==> src/rtl/rhs_pkg.sv <==
package rhs_pkg;
  localparam int unsigned DATA_W    = 32;
  localparam int unsigned B_WAKE_CLR = 31;
  localparam int unsigned B_OVC_CHG  = 17;
  localparam int unsigned B_PWR_ON   = 16;
  localparam int unsigned B_WAKE     = 15;
  localparam int unsigned B_OVC      = 1;
  localparam int unsigned B_PWR_OFF  = 0;

  typedef struct packed {
    logic wake_clr;
    logic wake_set;
    logic chg_clr;
    logic pwr_on;
    logic pwr_off;
  } rhs_cmd_t;
endpackage

==> src/rtl/rhs_rst_sync.sv <==
module rhs_rst_sync (
  input  logic clk,
  input  logic rst_n,
  output logic rst_sync_n
);
  logic [1:0] sync_q;

  always_ff @(posedge clk or negedge rst_n) begin
    if (!rst_n) sync_q <= 2'b00;
    else        sync_q <= {sync_q[0], 1'b1};
  end

  assign rst_sync_n = sync_q[1];
endmodule

==> src/rtl/rhs_wake_ctl.sv <==
module rhs_wake_ctl (
  input  logic clk,
  input  logic rst_n,
  input  logic wake_set,
  input  logic wake_clr,
  input  logic conn_chg,
  output logic wake_en,
  output logic resume_evt
);
  logic wake_q, wake_d;

  always_comb begin
    wake_d = wake_q;
    if (wake_clr)      wake_d = 1'b0;
    else if (wake_set) wake_d = 1'b1;
  end

  always_ff @(posedge clk or negedge rst_n) begin
    if (!rst_n) wake_q <= 1'b0;
    else        wake_q <= wake_d;
  end

  assign wake_en    = wake_q;
  assign resume_evt = conn_chg & wake_q;

  assert_clr_wins_R3: assert property (@(posedge clk) disable iff (!rst_n)
    wake_clr |=> !wake_en);
  assert_set_R2: assert property (@(posedge clk) disable iff (!rst_n)
    (wake_set && !wake_clr) |=> wake_en);
  assert_hold_R2: assert property (@(posedge clk) disable iff (!rst_n)
    (!wake_set && !wake_clr) |=> $stable(wake_en));
endmodule

==> src/rtl/rhs_ovc_track.sv <==
module rhs_ovc_track (
  input  logic clk,
  input  logic rst_n,
  input  logic ovc_async,
  input  logic per_port_ovc,
  input  logic flag_clr,
  output logic oci,
  output logic chg_flag
);
  logic s1_q, s2_q, prev_q, flag_q;
  logic chg, flag_d;

  always_comb begin
    oci    = ~per_port_ovc & s2_q;
    chg    = oci ^ prev_q;
    flag_d = flag_q;
    if (chg)           flag_d = 1'b1;
    else if (flag_clr) flag_d = 1'b0;
  end

  always_ff @(posedge clk or negedge rst_n) begin
    if (!rst_n) begin
      s1_q   <= 1'b0;
      s2_q   <= 1'b0;
      prev_q <= 1'b0;
      flag_q <= 1'b0;
    end else begin
      s1_q   <= ovc_async;
      s2_q   <= s1_q;
      prev_q <= oci;
      flag_q <= flag_d;
    end
  end

  assign chg_flag = flag_q;

  assert_hw_wins_R7: assert property (@(posedge clk) disable iff (!rst_n)
    (chg && flag_clr) |=> chg_flag);
  assert_w1c_R6: assert property (@(posedge clk) disable iff (!rst_n)
    (flag_clr && !chg) |=> !chg_flag);
  assert_sticky_R6: assert property (@(posedge clk) disable iff (!rst_n)
    (!chg && !flag_clr) |=> $stable(chg_flag));
endmodule

==> src/rtl/rhs_port_pwr.sv <==
module rhs_port_pwr #(
  parameter int unsigned NUM_PORTS = 2
) (
  input  logic                 clk,
  input  logic                 rst_n,
  input  logic                 pwr_on,
  input  logic                 pwr_off,
  input  logic                 per_port_mode,
  input  logic [NUM_PORTS-1:0] mask,
  output logic [NUM_PORTS-1:0] pwr
);
  logic [NUM_PORTS-1:0] pwr_q, pwr_d, sel;

  for (genvar i = 0; i < NUM_PORTS; i++) begin : g_port
    always_comb begin
      sel[i]   = ~per_port_mode | ~mask[i];
      pwr_d[i] = pwr_q[i];
      if (sel[i] && pwr_off)     pwr_d[i] = 1'b0;
      else if (sel[i] && pwr_on) pwr_d[i] = 1'b1;
    end

    assert_masked_hold_R9: assert property (@(posedge clk) disable iff (!rst_n)
      (per_port_mode && mask[i]) |=> $stable(pwr[i]));
    assert_off_wins_R10: assert property (@(posedge clk) disable iff (!rst_n)
      (pwr_off && (!per_port_mode || !mask[i])) |=> !pwr[i]);
    assert_on_R8: assert property (@(posedge clk) disable iff (!rst_n)
      (pwr_on && !pwr_off && !per_port_mode) |=> pwr[i]);
  end

  always_ff @(posedge clk or negedge rst_n) begin
    if (!rst_n) pwr_q <= '0;
    else        pwr_q <= pwr_d;
  end

  assign pwr = pwr_q;
endmodule

==> src/rtl/roothub_stat_ctl.sv <==
module roothub_stat_ctl
  import rhs_pkg::*;
#(
  parameter int unsigned NUM_PORTS = 2,
  parameter int unsigned ADDR_W    = 8,
  parameter logic [ADDR_W-1:0] REG_ADDR = 8'h50
) (
  input  logic                 clk,
  input  logic                 rst_n,
  input  logic [ADDR_W-1:0]    bus_addr,
  input  logic                 bus_wr,
  input  logic [DATA_W-1:0]    bus_wdata,
  output logic [DATA_W-1:0]    bus_rdata,
  input  logic                 ovc_in,
  input  logic                 per_port_ovc,
  input  logic                 pwr_sw_mode,
  input  logic [NUM_PORTS-1:0] pwr_mask,
  input  logic                 conn_chg,
  output logic [NUM_PORTS-1:0] port_pwr,
  output logic                 resume_evt
);
  localparam logic [DATA_W-1:0] RSVD_MASK =
    ~((DATA_W'(1) << B_WAKE_CLR) | (DATA_W'(1) << B_OVC_CHG) |
      (DATA_W'(1) << B_PWR_ON)   | (DATA_W'(1) << B_WAKE)    |
      (DATA_W'(1) << B_OVC)      | (DATA_W'(1) << B_PWR_OFF));

  logic     rst_sync_n;
  logic     hit;
  rhs_cmd_t cmd;
  logic     wake_en, oci, chg_flag;
  logic     unused_rsvd_wdata;

  rhs_rst_sync u_rst (
    .clk        (clk),
    .rst_n      (rst_n),
    .rst_sync_n (rst_sync_n)
  );

  always_comb begin
    hit          = (bus_addr == REG_ADDR);
    cmd.wake_clr = hit & bus_wr & bus_wdata[B_WAKE_CLR];
    cmd.wake_set = hit & bus_wr & bus_wdata[B_WAKE];
    cmd.chg_clr  = hit & bus_wr & bus_wdata[B_OVC_CHG];
    cmd.pwr_on   = hit & bus_wr & bus_wdata[B_PWR_ON];
    cmd.pwr_off  = hit & bus_wr & bus_wdata[B_PWR_OFF];
  end

  assign unused_rsvd_wdata = ^(bus_wdata & RSVD_MASK);

  rhs_wake_ctl u_wake (
    .clk        (clk),
    .rst_n      (rst_sync_n),
    .wake_set   (cmd.wake_set),
    .wake_clr   (cmd.wake_clr),
    .conn_chg   (conn_chg),
    .wake_en    (wake_en),
    .resume_evt (resume_evt)
  );

  rhs_ovc_track u_ovc (
    .clk          (clk),
    .rst_n        (rst_sync_n),
    .ovc_async    (ovc_in),
    .per_port_ovc (per_port_ovc),
    .flag_clr     (cmd.chg_clr),
    .oci          (oci),
    .chg_flag     (chg_flag)
  );

  rhs_port_pwr #(.NUM_PORTS(NUM_PORTS)) u_pwr (
    .clk           (clk),
    .rst_n         (rst_sync_n),
    .pwr_on        (cmd.pwr_on),
    .pwr_off       (cmd.pwr_off),
    .per_port_mode (pwr_sw_mode),
    .mask          (pwr_mask),
    .pwr           (port_pwr)
  );

  always_comb begin
    bus_rdata = '0;
    if (hit) begin
      bus_rdata[B_OVC_CHG] = chg_flag;
      bus_rdata[B_WAKE]    = wake_en;
      bus_rdata[B_OVC]     = oci;
    end
  end

  assert_rsvd_zero_R11: assert property (@(posedge clk) disable iff (!rst_sync_n)
    (bus_rdata & (RSVD_MASK | (DATA_W'(1) << B_WAKE_CLR) | (DATA_W'(1) << B_PWR_ON)
      | (DATA_W'(1) << B_PWR_OFF))) == '0);
  assert_oci_masked_R5: assert property (@(posedge clk) disable iff (!rst_sync_n)
    per_port_ovc |-> !bus_rdata[B_OVC]);
  assert_resume_qual_R4: assert property (@(posedge clk) disable iff (!rst_sync_n)
    resume_evt |-> (conn_chg && wake_en));
  assert_miss_quiet_R12: assert property (@(posedge clk) disable iff (!rst_sync_n)
    !hit |=> ($stable(wake_en) && $stable(port_pwr)));
endmodule

==> config.mk <==
export PLATFORM = sky130hd
export DESIGN_NAME = roothub_stat_ctl
export DESIGN_NICKNAME = d
export VERILOG_FILES = /design/src/rtl/rhs_pkg.sv /design/src/rtl/rhs_rst_sync.sv /design/src/rtl/rhs_wake_ctl.sv /design/src/rtl/rhs_ovc_track.sv /design/src/rtl/rhs_port_pwr.sv /design/src/rtl/roothub_stat_ctl.sv
export SDC_FILE = /design/constraint.sdc
export NUM_CORES = 1
export LEC_CHECK = 0
export BUFFER_PORTS_ARGS = -buffer_cell sky130_fd_sc_hd__clkbuf_2
export CAP_MARGIN = 20
export CORE_ASPECT_RATIO = 0.6
export CORE_MARGIN = 2
export CORE_UTILIZATION = 27
export DETAILED_ROUTE_END_ITERATION = 6
export PLACE_DENSITY_LB_ADDON = 0.05
export SLEW_MARGIN = 20
export SYNTH_ARGS = -nofsm -noshare
export SYNTH_HDL_FRONTEND = slang
export SYNTH_SLANG_ARGS = --single-unit
==> constraint.sdc <==
create_clock -name clk -period 0.9 [get_ports clk]
set_clock_uncertainty 0.05 [all_clocks]
set_input_delay 0.135 -clock clk [delete_from_list [all_inputs] [get_ports clk]]
set_output_delay 0.135 -clock clk [all_outputs]
set_load 0.02 [all_outputs]
Word level (Yosys, flattened, before mapping)
Cells that the tools add are included.
- register bits: 9
- output and inout port bits: 35
- input bits: 49
- word-level logic and storage cells: 43
- reduce and logical (&&, ||, !) cells: 8
- eq/ne operators: 1
- bitwise gates (word level): 15
- multiplexer cells: 11
- operators with widths (cell ; number):
    $mux 1 ; 11
    $and 1x1->1 ; 8
    $eq 8x7->1 const B ; 1
    $reduce_bool 2->1 ; 4
    $logic_and 1x1->1 ; 4
    $not 1->1 ; 4
    $or 1x1->1 ; 2
    $xor 1x1->1 ; 1

Longest topological paths before layout
- depth after elaboration: 6
- gate-level depth with buffers: 3
- gate-level depth less buffers: 3

Hierarchy
A second synthesis with hierarchy kept.
- cells, all modules: 72
- area, all modules: 694.4 um^2
- modules (own cells, without submodules) (module ; cells an instance ; seq. area each (um^2) ; area an instance (um^2) ; times used):
    roothub_stat_ctl ; 50 ; 0.0 ; 367.9 ; 1
    rhs_ovc_track ; 8 ; 100.1 ; 131.4 ; 1
    rhs_port_pwr ; 8 ; 50.0 ; 100.1 ; 1
    rhs_rst_sync ; 3 ; 50.0 ; 53.8 ; 1
    rhs_wake_ctl ; 3 ; 25.0 ; 41.3 ; 1

Worst setup path after synthesis
OpenSTA, ideal clock, no wires.
- kind: input port to output port
- from: in bus_addr[7]
- to: out bus_rdata[1]
- setup slack: -100 ps
- stages on the path: 2
- buffers on the path: 0
- required time: 715 ps
- data arrival time: 815 ps
- cells stage by stage: nor4b_4 and3_1
- cells in the longest elaborated chain, start to end: 2
- RTL lines (element ; line ; RTL):
    start, declared ; roothub_stat_ctl.sv:10 ; input logic [ADDR_W-1:0] bus_addr,
    $eq 8x7->1 ; roothub_stat_ctl.sv:40 ; hit = (bus_addr == REG_ADDR);
    $mux 1 ; roothub_stat_ctl.sv:82 ; if (hit) begin
    end, declared ; roothub_stat_ctl.sv:13 ; output logic [DATA_W-1:0] bus_rdata,
Every way passes these cells.

Final worst setup path
- from: reg u_ovc.s2_q
- to: out bus_rdata[1]
- cells in the longest elaborated chain, start to end: 2
- RTL lines (element ; line ; RTL):
    start, declared ; rhs_ovc_track.sv:10 ; logic s1_q, s2_q, prev_q, flag_q;
    start signal, assigned ; rhs_ovc_track.sv:29 ; s2_q <= s1_q;
    $and 1x1->1 ; rhs_ovc_track.sv:14 ; oci = ~per_port_ovc & s2_q;
    named net oci ; roothub_stat_ctl.sv:30 ; logic wake_en, oci, chg_flag;
    $mux 1 ; roothub_stat_ctl.sv:82 ;
The timed path passes the listed nets, and every way through them passes these cells.

==> metrics.cfg <==
[global_route]
grt_overflow = 0
grt_pass1_wl_mm = 1.69
grt_pass1_vias = 385
track_usage = 0.0916
grt_max_degree = 8
antenna_found_initial = 0

[yosys]
yosysWarnings = 0
ys_ff_latch = 9
syn_avg_cell_area_um2 = 10.4
netlist_instances = 60
ys_types = 14
synth_seq_area_share = 0.359
synth_area_um2 = 627

[pwr]
total_power_mw = 1.15
worst_ir_drop_vdd_uv = 1070
cellPowerDensity_nw_per_um2 = 1240
p_leak_nw = 0.480

[routing]
routed_wl_mm = 1.17
drc_errors = 0
vias = 464
antenna_left = 0
drt_iter0_drc = 11
drt_pass1_iterations = 4
detail_route.wl_per_cell_um = 9.01
detail_route.vias_per_cell = 3.57

[critical_path]
r2r_slack_ns = -0.18
crit_path_start = u_ovc.s2_q
timing.rr.start = u_ovc.s2_q
r2r_cells = 4
crit_end = bus_rdata[1]
cp.arrival_ns = 0.99
worstPathRequired_ns = 0.71
cp_max_fo = 2
path_class = reg -> out
timing.rr.end = u_ovc.chg_flag
start_kind = register
crit_path_end_kind = output pin

[final_layout]
mostFrequentLayoutCells = conb_1 (30), clkbuf_2 (20), dfrtp_1 (9), buf_6 (7), buf_4 (7)
fillers = 219
nets = 150
layout_commonest_cell = conb_1
fin_area_um2 = 926
multi_input_area_um2 = 350
seqCellArea_um2 = 225
drive_gt1_frac = 0.520
antennaDiodeCount = 0
synthToLayoutAreaGrowth_pct = 47.7

[hold_path]
holdCritPathClass = reg -> async

[sta]
hold_viol_final = 0
max_freq_mhz = 853
rsz0062_at_grt = yes
fin_tns_setup_ns = -1.75
final_max_slew_viol_count = 0
setup_viol = 10
period_needed_ns = 1.17
holdWs_ns = 0.0619
period_share = 1.30
setup_ws_ns = -0.273

[placement]
pre_cts_ws_ns = -0.376
postPlaceCellArea_um2 = 728
portBuffers = 27
gp_congestion = 0.669
dp_hpwl_um = 976

[run_status]
violations = setup timing
status = finished with violations

[flow_run]
max_cap_violations = 0

[clock_network]
path_clk_slew_ns = 0.04
cts_buffers = 3
clkSinkCount = 9
cts_max_level = 1
clk-insertion-delay-late_ns = 0.23
cts_root_buf = clkbuf_8
clock_path_buffers = 2
cts_tree = built

[die]
die_y_um = 41.3
io_pins = 84
chipWidth_um = 66.2
core_area_um2 = 2180
start_util = 0.288
die_area_um2 = 2740
rows = 13

synthesized netlist by cell type:
cell,n,share of area
dfrtp_1,9,0.36
and3_1,1,0.010
nand4_1,1,0.010
and2_1,3,0.030
conb_1,2,0.012
a41oi_1,5,0.070
a31oi_1,1,0.010
nor4b_4,2,0.076
xnor2_1,1,0.014
nor2b_1,1,0.010
a21bo_1,1,0.016
nand2_1,2,0.012
and3_2,2,0.024
buf_4,29,0.35
layout make-up:
class	instances	share of cell area
repair buffers	37	0.288
well taps	30	0.0405
clock inverters	1	0.00541
multi-input cells	50	0.378
clock buffers	3	0.0446
flip-flops and latches	9	0.243
metal layers:
layer	part of all wire	track usage	routed length, um
met5	0	0	0
met3	0.12	0.0511	137
met4	0	0.0306	0
met2	0.42	0.123	487
met1	0.47	0.123	546
kinds of logic (layout without fill, tap and decap cells):
kind of cell | count (synthesis) | count (layout) | synth area share
simple gates | 12 | 12 | 0.172
xor+xnor | 1 | 1 | 0.0140
other cells | 2 | 30 | 0.0120
compound gates | 7 | 7 | 0.0958
buf+inv | 29 | 41 | 0.347
flops | 9 | 9 | 0.359
per-stage QoR:
step | utilization | cells
5_1_grt | 0.425 | 130
4_1_cts | 0.389 | 129
3_3_place_gp | 0.334 | 119
2_1_floorplan | - | 88
3_5_place_dp | 0.334 | 119
6_report | 0.425 | 130
timing repair:
item | 4_1_cts | 5_1_grt
buffers inserted | 6 | 1
resized for setup | 6 | 23
setup endpoints to repair | 10 | 10
pin swaps | 4 | 5
endpoints found under the hold margin | 3 | 0
hold buffers | 2 | 0
critical path, stage by stage (launching register included):
cell and delay [ns]:
dfrtp_1 0.36, nor2b_4 0.12, and3_4 0.16, buf_8 0.12
report_power, final:
part	internal (mW)	switching, mW
combinational	0.0939	0.168
sequential	0.423	0.0138
clock	0.301	0.151
total	0.818	0.333
state kept, by name (all words and copies together) (netlist names):
| name | flops |
|---|---|
| u_wake.wake_en | 1 |
| u_ovc.s2_q | 1 |
| u_ovc.chg_flag | 1 |
| u_pwr.pwr | 2 |
| u_ovc.s1_q | 1 |
| u_ovc.prev_q | 1 |
| u_rst.sync_q | 2 |
worst min path at each step:
stage / to / depth (start not counted)
after global placement: u_rst.sync_q[0] / 1
after global routing: u_wake.wake_en / 2
after floorplan: u_rst.sync_q[0] / 0
final: u_ovc.s2_q / 0
after CTS: u_wake.wake_en / 2
after detailed placement: u_rst.sync_q[0] / 1
Note: power is estimated with default switching activity, not from simulation.
